--- src/rtl/swu_pkg.sv ---
`timescale 1ns/1ps
// swu_pkg: shared constants and types for the status word unit.
// Assumes a 32-bit status word with the flags in its four top bits.
package swu_pkg;

    localparam int WORD_W   = 32;
    localparam int POS_N    = 31;
    localparam int POS_Z    = 30;
    localparam int POS_C    = 29;
    localparam int POS_V    = 28;
    localparam int POS_IRQM = 7;
    localparam int POS_FIQM = 6;
    localparam int POS_ISET = 5;
    localparam int FLAG_CNT = 4;

    // Flag-group selector values
    typedef enum logic [1:0] {
        GRP_NZ   = 2'd0,
        GRP_NZC  = 2'd1,
        GRP_NZCV = 2'd2,
        GRP_PACK = 2'd3
    } grp_sel_e;

    // Single-bit selector values
    typedef enum logic [2:0] {
        SEL_N    = 3'd0,
        SEL_Z    = 3'd1,
        SEL_C    = 3'd2,
        SEL_V    = 3'd3,
        SEL_IRQM = 3'd4,
        SEL_FIQM = 3'd5,
        SEL_ISET = 3'd6,
        SEL_NONE = 3'd7
    } bit_sel_e;

    // Flags in the order they sit in the word
    typedef struct packed {
        logic n;
        logic z;
        logic c;
        logic v;
    } flags_t;

    // Bit position named by a single-bit selector, -1 when none
    function automatic int bit_pos(input logic [2:0] sel);
        case (sel)
            SEL_N:    return POS_N;
            SEL_Z:    return POS_Z;
            SEL_C:    return POS_C;
            SEL_V:    return POS_V;
            SEL_IRQM: return POS_IRQM;
            SEL_FIQM: return POS_FIQM;
            SEL_ISET: return POS_ISET;
            default:  return -1;
        endcase
    endfunction

    // Number of top flags a group update rewrites
    function automatic logic [2:0] grp_take(input logic [1:0] sel);
        case (sel)
            GRP_NZ:  return 3'd2;
            GRP_NZC: return 3'd3;
            default: return 3'd4;
        endcase
    endfunction

endpackage

--- src/rtl/swu_group_merge.sv ---
`timescale 1ns/1ps
// swu_group_merge: builds the word that results from a flag-group update.
// It rewrites the top two, three or four flag bits from the supplied nibble
// and passes every other bit through. It assumes the flags occupy the top
// FLAG_CNT bits of the word. Purely combinational.
module swu_group_merge
    import swu_pkg::*;
#(
    parameter int W = WORD_W
) (
    input  logic [W-1:0] cur_word,
    input  logic [1:0]   grp_sel,
    input  logic [3:0]   grp_flags,
    output logic [W-1:0] grp_word
);

    localparam int TOP = W - 1;

    logic [2:0] take_cnt;

    // Purpose: decode how many top flags the selected group covers
    always_comb begin
        take_cnt = grp_take(grp_sel);
    end

    // Purpose: per flag bit, choose new value or keep the stored one
    for (genvar j = 0; j < FLAG_CNT; j++) begin : g_flag
        assign grp_word[TOP-j] = (take_cnt > 3'(j)) ? grp_flags[FLAG_CNT-1-j]
                                                    : cur_word[TOP-j];
    end

    // Purpose: the lower status bits are never touched by a group update
    assign grp_word[TOP-FLAG_CNT:0] = cur_word[TOP-FLAG_CNT:0];

endmodule

--- src/rtl/swu_bit_merge.sv ---
`timescale 1ns/1ps
// swu_bit_merge: builds the word that results from a single-bit write.
// The selector names one of seven status bits. Selector code 7 names none,
// and the word then passes through unchanged. Purely combinational.
module swu_bit_merge
    import swu_pkg::*;
#(
    parameter int W = WORD_W
) (
    input  logic [W-1:0] cur_word,
    input  logic [2:0]   bit_sel,
    input  logic         bit_val,
    output logic [W-1:0] bit_word
);

    int target;

    // Purpose: translate the selector into a bit position
    always_comb begin
        target = bit_pos(bit_sel);
    end

    // Purpose: replace only the bit whose position matches the target
    for (genvar g = 0; g < W; g++) begin : g_bit
        assign bit_word[g] = (target == g) ? bit_val : cur_word[g];
    end

endmodule

--- src/rtl/swu_next_word.sv ---
`timescale 1ns/1ps
// swu_next_word: picks the next status word from the four write kinds.
// Only the highest-priority request applies: whole word first, then mode
// field, then flag group, then single bit. With no request the current word
// is returned. It assumes the mode field sits in the lowest MODE_W bits.
module swu_next_word
    import swu_pkg::*;
#(
    parameter int W      = WORD_W,
    parameter int MODE_W = 5
) (
    input  logic [W-1:0]      cur_word,
    input  logic              full_we,
    input  logic [W-1:0]      full_data,
    input  logic              mode_we,
    input  logic [MODE_W-1:0] mode_data,
    input  logic              grp_we,
    input  logic [1:0]        grp_sel,
    input  logic [3:0]        grp_flags,
    input  logic              bit_we,
    input  logic [2:0]        bit_sel,
    input  logic              bit_val,
    output logic [W-1:0]      next_word
);

    logic [W-1:0] grp_word;
    logic [W-1:0] bit_word;
    logic [W-1:0] mode_word;

    swu_group_merge #(.W(W)) u_grp (
        .cur_word (cur_word),
        .grp_sel  (grp_sel),
        .grp_flags(grp_flags),
        .grp_word (grp_word)
    );

    swu_bit_merge #(.W(W)) u_bit (
        .cur_word(cur_word),
        .bit_sel (bit_sel),
        .bit_val (bit_val),
        .bit_word(bit_word)
    );

    // Purpose: mode load replaces the low field and keeps the rest
    assign mode_word = {cur_word[W-1:MODE_W], mode_data};

    // Purpose: fixed-priority choice among the write kinds
    always_comb begin
        if (full_we) begin
            next_word = full_data;
        end else if (mode_we) begin
            next_word = mode_word;
        end else if (grp_we) begin
            next_word = grp_word;
        end else if (bit_we) begin
            next_word = bit_word;
        end else begin
            next_word = cur_word;
        end
    end

endmodule

--- src/rtl/swu_cond_eval.sv ---
`timescale 1ns/1ps
// swu_cond_eval: decides whether a 4-bit condition code passes on the given
// flags. Codes come in pairs. Bits 3:1 pick a base test, and bit 0 inverts
// it, so code 14 (always) and code 15 (never) also fall out of the pair
// scheme. Purely combinational.
module swu_cond_eval
    import swu_pkg::*;
(
    input  flags_t     flags,
    input  logic [3:0] cond_code,
    output logic       cond_pass
);

    logic base;

    // Purpose: evaluate the even member of each code pair
    always_comb begin
        case (cond_code[3:1])
            3'd0:    base = flags.z;
            3'd1:    base = flags.c;
            3'd2:    base = flags.n;
            3'd3:    base = flags.v;
            3'd4:    base = flags.c & ~flags.z;
            3'd5:    base = (flags.n == flags.v);
            3'd6:    base = ~flags.z & (flags.n == flags.v);
            default: base = 1'b1;
        endcase
    end

    // Purpose: the odd member of a pair is the inverse of the even one
    assign cond_pass = base ^ cond_code[0];

endmodule

--- src/rtl/status_word_unit.sv ---
`timescale 1ns/1ps
// status_word_unit: holds the processor status word and reports whether a
// condition code passes on its flags. Writes take effect at the next rising
// edge, and the condition output follows the stored word. Reset is
// synchronous and active low. It assumes one clock domain, with all
// requests sampled at the rising edge.
module status_word_unit
    import swu_pkg::*;
#(
    parameter int          MODE_W     = 5,
    parameter logic [31:0] RESET_WORD = 32'h0000_00D3
) (
    input  logic              clk,
    input  logic              rst_n,
    input  logic              full_we,
    input  logic [31:0]       full_data,
    input  logic              mode_we,
    input  logic [MODE_W-1:0] mode_data,
    input  logic              grp_we,
    input  logic [1:0]        grp_sel,
    input  logic [3:0]        grp_flags,
    input  logic              bit_we,
    input  logic [2:0]        bit_sel,
    input  logic              bit_val,
    input  logic [3:0]        cond_code,
    output logic [31:0]       status_word,
    output logic              cond_pass
);

    localparam int W   = WORD_W;
    localparam int TOP = W - 1;

    logic [W-1:0] word_q;
    logic [W-1:0] word_d;
    flags_t       cur_flags;

    swu_next_word #(.W(W), .MODE_W(MODE_W)) u_next (
        .cur_word (word_q),
        .full_we  (full_we),
        .full_data(full_data),
        .mode_we  (mode_we),
        .mode_data(mode_data),
        .grp_we   (grp_we),
        .grp_sel  (grp_sel),
        .grp_flags(grp_flags),
        .bit_we   (bit_we),
        .bit_sel  (bit_sel),
        .bit_val  (bit_val),
        .next_word(word_d)
    );

    // Purpose: status word register with synchronous reset
    always_ff @(posedge clk) begin
        if (!rst_n) begin
            word_q <= RESET_WORD;
        end else begin
            word_q <= word_d;
        end
    end

    // Purpose: pick the four condition flags out of the stored word
    assign cur_flags = flags_t'(word_q[TOP:TOP-FLAG_CNT+1]);

    swu_cond_eval u_cond (
        .flags    (cur_flags),
        .cond_code(cond_code),
        .cond_pass(cond_pass)
    );

    assign status_word = word_q;

    AST_RESET_VALUE: assert property (@(posedge clk)
        !rst_n |=> status_word == RESET_WORD);

    AST_FULL_LOAD: assert property (@(posedge clk) disable iff (!rst_n)
        full_we |=> status_word == $past(full_data));

    AST_MODE_KEEPS_UPPER: assert property (@(posedge clk) disable iff (!rst_n)
        (!full_we && mode_we) |=>
            (status_word[TOP:MODE_W] == $past(status_word[TOP:MODE_W]))
            && (status_word[MODE_W-1:0] == $past(mode_data)));

    AST_NZ_KEEPS_LOW: assert property (@(posedge clk) disable iff (!rst_n)
        (!full_we && !mode_we && grp_we && grp_sel == GRP_NZ) |=>
            status_word[TOP-2:0] == $past(status_word[TOP-2:0]));

    AST_NZC_KEEPS_LOW: assert property (@(posedge clk) disable iff (!rst_n)
        (!full_we && !mode_we && grp_we && grp_sel == GRP_NZC) |=>
            status_word[TOP-3:0] == $past(status_word[TOP-3:0]));

    AST_PACK_NIBBLE: assert property (@(posedge clk) disable iff (!rst_n)
        (!full_we && !mode_we && grp_we && grp_sel[1]) |=>
            (status_word[TOP:TOP-3] == $past(grp_flags))
            && (status_word[TOP-4:0] == $past(status_word[TOP-4:0])));

    AST_IDLE_HOLD: assert property (@(posedge clk) disable iff (!rst_n)
        (!full_we && !mode_we && !grp_we && (!bit_we || bit_sel == SEL_NONE))
            |=> $stable(status_word));

    AST_BIT_SINGLE: assert property (@(posedge clk) disable iff (!rst_n)
        (!full_we && !mode_we && !grp_we && bit_we) |=>
            $countones(status_word ^ $past(status_word)) <= 1);

    AST_COND_ALWAYS: assert property (@(posedge clk) disable iff (!rst_n)
        (cond_code == 4'hE) |-> cond_pass);

    AST_COND_NEVER: assert property (@(posedge clk) disable iff (!rst_n)
        (cond_code == 4'hF) |-> !cond_pass);

    AST_COND_EQ_ZERO: assert property (@(posedge clk) disable iff (!rst_n)
        (cond_code == 4'h0) |-> (cond_pass == status_word[POS_Z]));

endmodule

--- config.mk ---
export PLATFORM = sky130hd
export DESIGN_NAME = status_word_unit
export DESIGN_NICKNAME = d
export VERILOG_FILES = /design/src/rtl/swu_pkg.sv /design/src/rtl/swu_group_merge.sv /design/src/rtl/swu_bit_merge.sv /design/src/rtl/swu_next_word.sv /design/src/rtl/swu_cond_eval.sv /design/src/rtl/status_word_unit.sv
export SDC_FILE = /design/constraint.sdc
export NUM_CORES = 1
export LEC_CHECK = 0
export BUFFER_PORTS_ARGS = -buffer_cell sky130_fd_sc_hd__buf_2
export CAP_MARGIN = 20
export CORE_ASPECT_RATIO = 0.5
export CORE_MARGIN = 2
export CORE_UTILIZATION = 35
export CTS_CLUSTER_SIZE = 8
export DETAILED_ROUTE_END_ITERATION = 8
export GPL_ROUTABILITY_DRIVEN = 0
export GPL_TIMING_DRIVEN = 1
export PLACE_DENSITY = 0.74
export SKIP_CTS_REPAIR_TIMING = 1
export SLEW_MARGIN = 20
export SYNTH_ARGS = -nofsm -noshare
export SYNTH_HDL_FRONTEND = slang
export SYNTH_SLANG_ARGS = --single-unit
--- constraint.sdc ---
create_clock -name clk -period 1.4 [get_ports clk]
set_input_delay 0.14 -clock clk [delete_from_list [all_inputs] [get_ports clk]]
set_output_delay 0.14 -clock clk [all_outputs]
set_load 0.01 [all_outputs]
[After elaboration in Yosys (flattened, before gate mapping)]
Index checks and enable logic that the tools add are counted.
Widths: inputs -> output; s select.
Storage, ports and cells
  bits in registers: 32
  latch bits: 0
  bits in writable memories: 0
  ROM bits: 0
  input port bits: 57
  word-level logic and storage cells: 206
  memories kept: 0
Operators by class
  add/subtract/negate cells: 0
  multipliers: 0
  divide/modulo/power cells: 0
  magnitude comparators: 4
  equal/unequal tests: 52
  shift-type cells: 0
  mux-type cells: 43
  bitwise gates (word level): 4
  reduce and logical (&&, ||, !) cells: 71
Operator list (number)
  $eq 32x6->1 const B: 16
  $eq 32x5->1 const B: 8
  $pmux 32 s7: 1
  $eq 32x4->1 const B: 4
  $mux 32: 4
  $reduce_and 4->1: 27
  $eq 32x3->1 const B: 2
  $reduce_bool 2->1: 24
  $mux 1: 36
  $reduce_bool 3->1: 11
  $eq 32x2->1 const B: 1
  $logic_not 32->1: 1
  $eq 3x3->1 const B: 6
  $reduce_and 3->1: 5
  $eq 3x2->1 const B: 4
  $ne 3x2->1 const B: 4
  $pmux 1 s7: 1
  $eq 3x1->1 const B: 2
  $gt 3x1->1 const B: 2
  $gt 3x2->1 const B: 2
  $logic_not 3->1: 2
  $pmux 3 s2: 1
  $ne 2x2->1 const B: 2
  $ne 3x3->1 const B: 1
  other kinds (6): 7

[Longest topological paths before layout]
  depth after elaboration: 8
  mapped depth: 7
  mapped depth without buffers: 4

[Hierarchy]
From an unflattened synthesis, not the netlist that was laid out.
Unflattened totals
  cells, all modules: 302
  area, all modules: 2755.1 um^2
Modules (own cells, without submodules)
  swu_next_word: times used 1, cells each 153, area an instance 1251.2 um^2, sequential area each 0.0 um^2
  status_word_unit: times used 1, cells each 67, area an instance 858.3 um^2, sequential area each 640.6 um^2
  swu_bit_merge: times used 1, cells each 39, area an instance 312.8 um^2, sequential area each 0.0 um^2
  swu_group_merge: times used 1, cells each 33, area an instance 244.0 um^2, sequential area each 0.0 um^2
  swu_cond_eval: times used 1, cells each 10, area an instance 88.8 um^2, sequential area each 0.0 um^2

[Worst setup path before layout]
Ideal clock, no wire load.
  kind: reg2out
  from: register word_q[28], in the netlist status_word[28]
  to: output port cond_pass
  arrival time: 1.274 ns
  data required time: 1.260 ns
  slack: -0.014 ns
  stages on the path, launching flop included: 5
  buffers on the path: 0
  cell sequence: dfxtp_1 mux4_2 nor2b_1 a31oi_1 xnor2_1
Between the ends
  longest elaborated chain between the ends: 4
RTL lines
  from (decl): RTL line status_word_unit.sv:33  | logic [W-1:0] word_q;
  from (signal assigned): RTL line status_word_unit.sv:57  | word_q <= word_d;
  $eq 1x1->1: RTL line swu_cond_eval.sv:24, swu_cond_eval.sv:25
  $and 1x1->1: RTL line swu_cond_eval.sv:25  | 3'd6: base = ~flags.z & (flags.n == flags.v);
  $pmux 1 s7 (*): RTL line swu_cond_eval.sv:18  | case (cond_code[3:1])
  $xor 1x1->1 (*): RTL line swu_cond_eval.sv:31  | assign cond_pass = base ^ cond_code[0];
  to (decl): RTL line status_word_unit.sv:27  | output logic cond_pass
Mark *: on every way between the ends. The rest lies on a longest branch, timed or not.

[Worst setup path after layout]
Same ends and word-level chain as after synthesis.

==> qor.yml <==
yosys:
  yosys-top-cells-count: "dfxtp_1 (32), mux2i_1 (26), nor2b_1 (23)"
  synth_largest_area_cell: "dfxtp_1"
  synth_warnings: 0
  synthXorXnorAreaFrac_pct: 1.717
  synthTopCellsByArea: "dfxtp_1 (42%), mux2i_1 (17%), nor2b_1 (9.4%), nand2_1 (3.4%), o21ai_1 (2.3%)"
  synth_top_area_share_pct: 41.86
  syn_area_sq_mm: 0.001530
  ys.flop_type: "dfxtp_1"
  yosys_register_bits: 32
  yosysMostFrequentCell: "dfxtp_1"
  synthCells: 159
  avgSynthCellArea_sq_um: 9.624
  synth-compound-area-share_pct: 13.08
  muxShareOfSynthArea_pct: 19.22
  synth_adder_area_share_pct: 0
  synth_edf_count: 0
  synthArstFlopShare_pct: 0
  yosysSeqAreaShare_pct: 41.86
  yosys.area_share.simple_pct: 21.01
  synth_top_family_by_area: "simple AND/OR/NAND/NOR gates"
  synth_cell_types: 34
  synth_nets: 216
detailed_routing:
  avgViaCountPerCell: 4.834
  dr.pass1.iters: 4
  wire_per_inst_um: 13.19
  wl_um: 4127
  ant_nets: 0
  vias: 1513
  drcViolationCount: 0
  drt-initial-drc-count: 27
critical_path:
  slowest_stage: "mux4_2"
  reg2reg_to: "status_word[31]"
  endpoint_kind: "output pin"
  path_cells: "mux4_2, nor2b_4, a31oi_2, xnor2_1, buf_2"
  r2r_cells: 3
  crit_path_start_kind: "register"
  r2r-start: "status_word[31]"
  critPathKind: "register to output pin"
  crit_arrival_ps: 1630
  worst-path-max-fanout: 2
  rrSetupSlack_ps: 350
  crit_required_ps: 1260
  slowest_delay_ps: 460
global_routing:
  grt_pass1_vias: 1559
  antenna_found_initial: 0
  grt_max_degree: 24
  grt_use_total_pct: 17.68
  grt_pass1_wl_um: 7017
  grt_overflow: 0
power:
  switching_share_pct: 27.15
  power.density_mw_per_mm2: 997.7
  leakage_nw: 1.101
  combPwrFrac_pct: 21.2
  seqPwrFrac_pct: 45.2
  clkPwrFrac_pct: 33.7
  vdd.ir_drop.worst_uv: 434.0
  switching_power_mw: 0.6006
  internal-power_mw: 1.612
floorplanning:
  fp-row-count: 16
  die_height_um: 50.76
  die_w_um: 97.51
  core_area_sq_mm: 0.004044
  die_area_sq_mm: 0.004949
  ios: 90
  initial_core_util_pct: 37.84
clock_network:
  htree_levels: 2
  root_buffer: "clkbuf_8"
  clk_pin_slew_ps: 70
  clock_latency_ps: 280
  cts_buffers: 5
  numClockSinks: 32
  cts_buffer_depth: 2
  cts_tree: "yes"
placed_design:
  dpl_cell_area_sq_mm: 0.002110
  portBuffers: 89
  dp_hpwl_um: 3150
  dpl_worst_slack_ps: -52.81
timing:
  slew-limit-headroom_pct: 74.54
  finalSetupViolCount: 1
  final_hold_viol_count: 0
  slew_viol_final: 0
  setup_slack_ps: -374.7
  clock_skew_ps: 0
  tightest_slew_ps: 381.2
  rsz0062_at_grt: "true"
  clock.fmax_mhz: 563.5
  fin_crit_sh_pct: 126.8
  min_period_ps: 1775
final_layout:
  fin_area_sq_mm: 0.002217
  final.fill_count: 406
  syn2layout_area_growth_pct: 44.89
  drive_above_1_share_pct: 45.56
  antenna_cells: 0
  largest_reg_flops: 32
  nNetsFinal: 315
hold_path:
  hp-class: "input port to register"
  min_to: "status_word[0]"
  hold_start: "full_data[0]"
  worst_hold_path.num_cells: 3
outcome:
  violations: "negative setup slack"
  outcome: "finished with violations"
run:
  max_cap_violations: 0
==> stage by stage <==
step	hold slack, ps	utilization [%]	TNS (ps)	power [mW]	instances
after floorplan	255.0	-	0	1.255	159
after global placement	340.7	52.17	-49.14	1.465	305
after detailed placement	349.6	52.17	-52.81	1.481	305
after CTS	50.23	54.49	-369.8	2.228	313
after global routing	56.24	54.83	-433.1	2.337	313
final	60.11	54.83	-374.7	2.212	313
==> logic make-up (layout without fill, tap and decap cells) <==
kind of cell,after synthesis,in the layout
AO/OA/AOI/OAI,31,31
flip-flops,32,32
multiplexers,28,28
AND/OR/NAND/NOR,54,54
XOR/XNOR,3,3
buffers and inverters,11,111
==> layout make-up <==
type / count / area (sq um) / share of cell area (%)
multi-input cells: 116 / 855.8 / 38.60
repair buffers: 101 / 548.0 / 24.72
inverters: 2 / 7.507 / 0.3386
clock inverters: 1 / 7.507 / 0.3386
clock buffers: 7 / 86.33 / 3.894
well taps: 54 / 67.56 / 3.047
flip-flops and latches: 32 / 644.4 / 29.06
==> placed cells by master, fill, tap and decap left out, types with 2 or more instances in the layout <==
cell / Yosys / final
o211ai_1: 4 / 4
a31oi_1: 5 / 4
mux2i_1: 26 / 26
a21oi_1: 5 / 5
nor4_1: 2 / 2
o211a_1: 2 / 2
nand2_1: 14 / 14
clkbuf_8: 0 / 6
nor2_1: 3 / 3
o21ai_1: 7 / 7
buf_4: 0 / 11
xor2_1: 2 / 2
nor2b_1: 23 / 22
a41oi_1: 2 / 2
nand2b_1: 2 / 2
dfxtp_1: 32 / 29
dfxtp_2: 0 / 3
o21ai_0: 2 / 2
buf_2: 5 / 89
nand3_1: 3 / 3
==> worst max-delay path: cells and delay by family, from the launching register on <==
kind	cells	cell delay, ps
muxes	1	460
xor gates and xnor gates	1	130
and+or+nand+nor	1	140
buffers and inverters	1	150
DFF	1	320
AOI/OAI and AO/OA	1	150
==> power groups by stage <==
| stage | clock network, mW | registers [mW] | logic [mW] |
|---|---|---|---|
| floorplan | 0 | 1.05 | 0.203 |
| global placement | 0 | 1.02 | 0.449 |
| detailed placement | 0 | 1.02 | 0.463 |
| CTS | 0.763 | 1.00 | 0.465 |
| global route | 0.815 | 1.01 | 0.516 |
| finish | 0.744 | 0.999 | 0.468 |
==> per-layer routing <==
metal,vias to the layer above,GRT usage (%),share of wire (%)
li1,763,-,-
met1,707,18.70,42
met2,38,34.14,53
met3,5,5.153,4.3
met4,0,6.250,0.92
met5,-,0,0
==> worst max-delay path by stage <==
| stage | from | endpoint | slack, ps | cells past startpoint |
|---|---|---|---|---|
| after floorplan | status_word[28] | cond_pass | 9 | 4 |
| after global placement | status_word[28] | cond_pass | -50 | 5 |
| after detailed placement | status_word[28] | cond_pass | -50 | 5 |
| after CTS | status_word[28] | cond_pass | -370 | 5 |
| after global routing | status_word[28] | cond_pass | -430 | 5 |
| final | status_word[28] | cond_pass | -370 | 5 |
No activity file was read; power rests on OpenSTA's default activity.
